<file path="src/rtl/modcnt_pkg.sv">
package modcnt_pkg;
  typedef enum logic [1:0] {
    OP_HOLD = 2'd0,
    OP_INC  = 2'd1,
    OP_LOAD = 2'd2
  } cnt_op_e;
endpackage

</file>
<file path="src/rtl/modcnt_ctrl.sv">
module modcnt_ctrl
  import modcnt_pkg::*;
#(
  parameter int W        = 4,
  parameter int TERM_VAL = 6,
  parameter int RELOAD_VAL = 0
) (
  input  logic         load_i,
  input  logic         cnt_en_i,
  input  logic [W-1:0] data_i,
  input  logic [W-1:0] q_i,
  output cnt_op_e      op_o,
  output logic [W-1:0] ld_data_o
);
  localparam logic [W-1:0] TermV   = W'(TERM_VAL);
  localparam logic [W-1:0] ReloadV = W'(RELOAD_VAL);

  logic term_hit;
  assign term_hit = (q_i == TermV);

  // Outside load wins, then terminal reload, then plain increment.
  always_comb begin
    op_o      = OP_HOLD;
    ld_data_o = data_i;
    if (load_i) begin
      op_o      = OP_LOAD;
      ld_data_o = data_i;
    end else if (cnt_en_i && term_hit) begin
      op_o      = OP_LOAD;
      ld_data_o = ReloadV;
    end else if (cnt_en_i) begin
      op_o      = OP_INC;
    end
  end
endmodule

</file>
<file path="src/rtl/modcnt_reg.sv">
module modcnt_reg
  import modcnt_pkg::*;
#(
  parameter int W         = 4,
  parameter int RESET_VAL = 0
) (
  input  logic         clk,
  input  logic         rst,
  input  cnt_op_e      op_i,
  input  logic [W-1:0] ld_data_i,
  input  logic         cnt_en_i,
  output logic [W-1:0] q_o,
  output logic         co_o
);
  localparam logic [W-1:0] PresetV = W'(RESET_VAL);
  localparam logic [W-1:0] AllOnes = {W{1'b1}};

  always_ff @(posedge clk) begin
    if (rst) begin
      q_o <= PresetV;
    end else begin
      unique case (op_i)
        OP_LOAD: q_o <= ld_data_i;
        OP_INC:  q_o <= q_o + W'(1);
        default: q_o <= q_o;
      endcase
    end
  end

  assign co_o = cnt_en_i && (q_o == AllOnes);

  // reset preset after any edge with rst high
  a_r1_reset_preset: assert property (@(posedge clk)
    rst |=> (q_o == PresetV));
endmodule

</file>
<file path="src/rtl/modcnt_reload.sv">
module modcnt_reload
  import modcnt_pkg::*;
#(
  parameter int W          = 4,
  parameter int TERM_VAL   = 6,
  parameter int RELOAD_VAL = 0,
  parameter int RESET_VAL  = 0
) (
  input  logic         clk,
  input  logic         rst,
  input  logic         load_i,
  input  logic         cnt_en_i,
  input  logic [W-1:0] data_i,
  output logic [W-1:0] count_o,
  output logic         carry_o
);
  localparam logic [W-1:0] TermV   = W'(TERM_VAL);
  localparam logic [W-1:0] ReloadV = W'(RELOAD_VAL);
  localparam logic [W-1:0] AllOnes = {W{1'b1}};
  localparam logic [W-1:0] AfterMax = (TermV == AllOnes) ? ReloadV : '0;

  cnt_op_e      op;
  logic [W-1:0] ld_data;

  modcnt_ctrl #(.W(W), .TERM_VAL(TERM_VAL), .RELOAD_VAL(RELOAD_VAL)) ctrl_i (
    .load_i    (load_i),
    .cnt_en_i  (cnt_en_i),
    .data_i    (data_i),
    .q_i       (count_o),
    .op_o      (op),
    .ld_data_o (ld_data)
  );

  modcnt_reg #(.W(W), .RESET_VAL(RESET_VAL)) reg_i (
    .clk       (clk),
    .rst       (rst),
    .op_i      (op),
    .ld_data_i (ld_data),
    .cnt_en_i  (cnt_en_i),
    .q_o       (count_o),
    .co_o      (carry_o)
  );

  a_r2_hold: assert property (@(posedge clk) disable iff (rst)
    (!load_i && !cnt_en_i) |=> $stable(count_o));

  a_r3_increment: assert property (@(posedge clk) disable iff (rst)
    (!load_i && cnt_en_i && count_o != TermV) |=> (count_o == W'($past(count_o) + W'(1))));

  a_r4_load: assert property (@(posedge clk) disable iff (rst)
    load_i |=> (count_o == $past(data_i)));

  a_r5_term_reload: assert property (@(posedge clk) disable iff (rst)
    (!load_i && cnt_en_i && count_o == TermV) |=> (count_o == ReloadV));

  a_r8_carry_wrap: assert property (@(posedge clk) disable iff (rst)
    (carry_o && !load_i) |=> (count_o == AfterMax));

  a_r10_term_hold: assert property (@(posedge clk) disable iff (rst)
    (!load_i && !cnt_en_i && count_o == TermV) |=> (count_o == TermV));
endmodule

</file>
<file path="config.mk">
export PLATFORM = sky130hd
export DESIGN_NAME = modcnt_reload
export DESIGN_NICKNAME = d
export VERILOG_FILES = /design/src/rtl/modcnt_pkg.sv /design/src/rtl/modcnt_ctrl.sv /design/src/rtl/modcnt_reg.sv /design/src/rtl/modcnt_reload.sv
export SDC_FILE = /design/constraint.sdc
export NUM_CORES = 1
export LEC_CHECK = 0
export ABC_AREA = 1
export CAP_MARGIN = 20
export CORE_AREA = 2 2 39 41
export CTS_CLUSTER_SIZE = 40
export DETAILED_ROUTE_END_ITERATION = 16
export DIE_AREA = 0 0 41 43
export DONT_BUFFER_PORTS = 1
export GPL_ROUTABILITY_DRIVEN = 0
export MAX_ROUTING_LAYER = met4
export PLACE_DENSITY = 0.48
export SLEW_MARGIN = 20
export SYNTH_ARGS = -nofsm -noshare
export SYNTH_HDL_FRONTEND = slang
export SYNTH_HIERARCHICAL = 1
export SYNTH_SLANG_ARGS = --single-unit
export TNS_END_PERCENT = 5
</file>
<file path="constraint.sdc">
create_clock -name clk -period 1.75 [get_ports clk]
set_input_delay 0.175 -clock clk [delete_from_list [all_inputs] [get_ports clk]]
set_output_delay 0.175 -clock clk [all_outputs]
set_load 0.05 [all_outputs]
</file>
Word level (Yosys, flattened, before mapping)
Cells that the tools add are included.
- equal/unequal tests: 4
- add/subtract/negate cells: 1
- reduce and logical (&&, ||, !) cells: 3
- mux-type cells: 6
- operators by type and width (operator ; number):
    $mux 4 ; 2
    $pmux 4 s2 ; 1
    $add 4x1->4 const B ; 1
    $eq 4x3->1 const B ; 1
    $eq 4x4->1 const B ; 1
    $mux 2 ; 2
    $eq 2x1->1 const B ; 1
    $eq 2x2->1 const B ; 1
    $logic_and 1x1->1 ; 2
    $reduce_bool 2->1 ; 1
    $mux 1 ; 1
- bits in registers: 4
- output and inout port bits: 5

Longest topological paths before layout
- depth in word-level cells: 6
- mapped depth: 11
- mapped depth without buffers: 11

Hierarchy
Netlist, hierarchy kept.
- modules (own cells, without submodules) (module ; cells an instance ; area an instance (um^2) ; instances):
    modcnt_reg ; 40 ; 257.7 ; 1
    modcnt_ctrl ; 18 ; 82.6 ; 1

Worst setup path before layout
OpenSTA, ideal clock, no wires.
- path kind: reg2out
- from: register reg_i.q_o[0]
- to: output port carry_o
- path buffers: 0
- arrival: 1.752 ns
- setup slack: -0.177 ns
- cell stages (with the launch flop): 4
- cell sequence: dfxtp_1 ha_1 nand2_1 nor2_1
- longest elaborated chain between the ends: 2
- ends and longest elaborated chain (item ; line ; source):
    start, declared ; modcnt_reg.sv:12 ; output logic [W-1:0] q_o,
    start signal, assigned ; modcnt_reg.sv:20 ; q_o <= PresetV;
    start signal, assigned ; modcnt_reg.sv:23 ; OP_LOAD: q_o <= ld_data_i;
    start signal, assigned ; modcnt_reg.sv:24 ; OP_INC: q_o <= q_o + W'(1);
    $eq 4x4->1 ; modcnt_reg.sv:30 ; assign co_o = cnt_en_i && (q_o == AllOnes);
    $logic_and 1x1->1 ; modcnt_reg.sv:30 ;
    end, declared ; modcnt_reload.sv:15 ; output logic carry_o
No other way between the ends.

Worst setup path after layout
Ends and elaborated chain as after synthesis.

==> key figures <==
Global routing
  – Pin count of the biggest net entering global routing: 9
  – First-pass GRT wire length: 1.36 mm
  – Total gr overflow: 0
  – Initial antenna violation count: 0
  – GRT Resource Usage Total: 12.4%
  – Vias in the first global route: 354

Yosys
  – Syn avg cell area: 5.87 µm²
  – Yosys cell types: 14
  – Number of synthesized flops with an enable pin: 0
  – Post-Synth Adder-Cell Area: 7.35%
  – Largest family of logic cells by synthesized area: simple AND/OR/NAND/NOR gates
  – Syn Nets: 68
  – Post-synthesis mux area share: 0%
  – Post-Synth XOR/XNOR Area: 0%
  – Simple-gate portion of the synthesized area: 38.6%
  – Async S/R FF share, synth: 0%
  – Sequential share of the synthesized area: 23.5%
  – Yosys reg bits: 4
  – Compound-gate portion of the synthesized area: 16.2%
  – Top FF cell, synth: dfxtp_1
  – Synthesized cell area: 340 µm²
  – Synth warnings: 6
  – Gate Count Post-Synth: 58

Worst setup path
  – Worst path slowest cell: dfxtp_1
  – Sequence of cells on the critical path: buf_4 > ha_1 > nand2_1 > nor2_2 > buf_12
  – Req. time, crit path: 1570 ps
  – CP max FO: 6
  – CP Capture Type: primary output
  – Worst Path Class, Setup: reg2out
  – WP data arrival: 1440 ps
  – Startpoint Class: flip-flop
  – Slowest Stage Delay on Critical Path: 330 ps

Power and ir drop
  – Static leakage: 0.236 nW
  – IR drop worst, VDD: 0.188 mV
  – Pwr Density: 778 nW/µm²
  – Total Power: 0.347 mW

Clock network
  – Root Driver: clkbuf_4
  – Number of clock buffers inserted by TritonCTS: 3
  – H-tree lvl count: 1
  – Max Buffers Root-to-Sink: 2
  – Worst skew pair latency: 230 ps
  – # clock sinks: 4
  – CTS tree: built
  – Postcts setup bufs: 0
  – Clock transition at the registers of the reported paths: 40 ps

Finish
  – ANT cells: 0
  – Most frequent cells in the layout: nand2_1, inv_1, nor2_1
  – Layout cells sized above 1: 22.4%
  – Nets: 79
  – Largest Register: reg_i/q_o
  – Max reg flops: 4
  – Finished Cell Area: 445 µm²
  – Regs by FF count: reg_i/q_o (4)
  – Syn-to-layout area delta: 30.9%
  – Most common cell after layout, fill and taps aside: nand2_1

Status
  – Outcome: completed

Routing
  – Vias: 375
  – DRC: 0
  – Antenna Violating Nets Remaining: 0
  – Routed WL: 851 µm
  – First-pass DRT Iterations: 4
  – Initial DRC count: 4
  – Routed WL per cell: 10.3 µm
  – DR vias/cell: 4.52

Worst hold path
  – Tightest Hold Check Type: in2reg

Placement
  – Cell Area, Placed: 413 µm²
  – I/O Buffers: 0
  – Post-DP HPWL: 686 µm
  – Pre-CTS setup slack: 226 ps

STA
  – Final min period: 1610 ps
  – Slack of the critical path: 138 ps
  – Crit share post-route: 92.1%
  – RSZ-0062 raised after global routing: no
  – Worst slew margin: 83.9%
  – Number of endpoints failing setup at the final stage: 0
  – Final hold vios: 0
  – Tightest Pin Transition: 242 ps
  – Setup total negative slack: 0 ps
  – Hold slack final: 110 ps
  – Max Fclk: 620 MHz
  – Clock skew: 0.934 ps
  – Max-slew violations: 0

Die
  – Full die area: 1760 µm²
  – Cell row count: 14
  – IO Pins: 13
  – DIE WIDTH: 41 µm
  – Core footprint: 1380 µm²
  – Initial Util: 24.6%
  – Die height: 43 µm

Run
  – # Max-Cap Violations: 0
==> critical path, delay by kind of cell, from the launching register on <==
kind	cells	cell delay, ps
fa+ha+maj	1	220
buf+inv	2	390
flops	1	330
simple gates	2	260
==> cells in the mapped netlist (2+ instances only) <==
| library cell | instances | area share (%) |
|---|---|---|
| nand2_1 | 17 | 19 |
| inv_1 | 12 | 13 |
| nor2_1 | 6 | 6.6 |
| a21oi_1 | 4 | 5.9 |
| dfxtp_1 | 4 | 24 |
| nor2_2 | 3 | 5.5 |
| o21ai_1 | 3 | 4.4 |
| ha_1 | 2 | 7.4 |
| nand3_1 | 2 | 2.9 |
==> final timing paths <==
kind | from | to | slack (ps) | cells past startpoint
worst max-delay path | reg_i/q_o[0]$_SDFFE_PP0P_ | carry_o | 140 | 5
worst min-delay path | rst | reg_i/q_o[1]$_SDFFE_PP0P_ | 110 | 3
worst max register to register | reg_i/q_o[0]$_SDFFE_PP0P_ | reg_i/q_o[2]$_SDFFE_PP0P_ | 230 | 7
worst min register to register | reg_i/q_o[3]$_SDFFE_PP0P_ | reg_i/q_o[3]$_SDFFE_PP0P_ | 680 | 3
==> through the flow <==
stage,instances,utilization [%]
after global routing,83,32.2
after detailed placement,79,29.8
after CTS,82,31.5
final,83,32.2
after floorplan,58,-
after global placement,79,29.8
==> timing repair <==
item | CTS | global route
hold buffers | 0 | 1
endpoints found under the hold margin | 0 | 2
gates resized for setup | 0 | 0
==> layout make-up <==
cell class | instances | area (µm²)
clock buffer | 3 | 22.5
fill | 163 | 938
inverter | 13 | 48.8
multi-input combinational | 41 | 214
sequential | 4 | 80.1
tap | 16 | 20.0
timing repair buffer | 6 | 60.1
==> cell families (layout without fill, tap and decap cells) <==
logic type	after synthesis	in the layout
and+or+nand+nor	30	30
buffers and inverters	13	22
AOI/OAI and AO/OA	9	9
DFF	4	4
adders and majority gates	2	2
==> per-layer routing <==
metal  part of all wire [%]  wire length (µm)  vias to the layer above  global-route usage (%)
met5                      0                 0                        -                       -
li1                       -                 -                      198                       -
met3                    5.4                46                        0                    5.24
met4                      0                 0                        0                    8.67
met2                     53               450                       11                    18.8
met1                     42               354                      166                    12.2
==> power by group <==
group	switching [mW]	leakage, nW	internal [mW]
Combinational	0.0894	0.189	0.0402
Sequential	0.00533	0.0332	0.102
Clock	0.0333	0.0138	0.0764
Note: power is estimated with default switching activity, not from simulation.
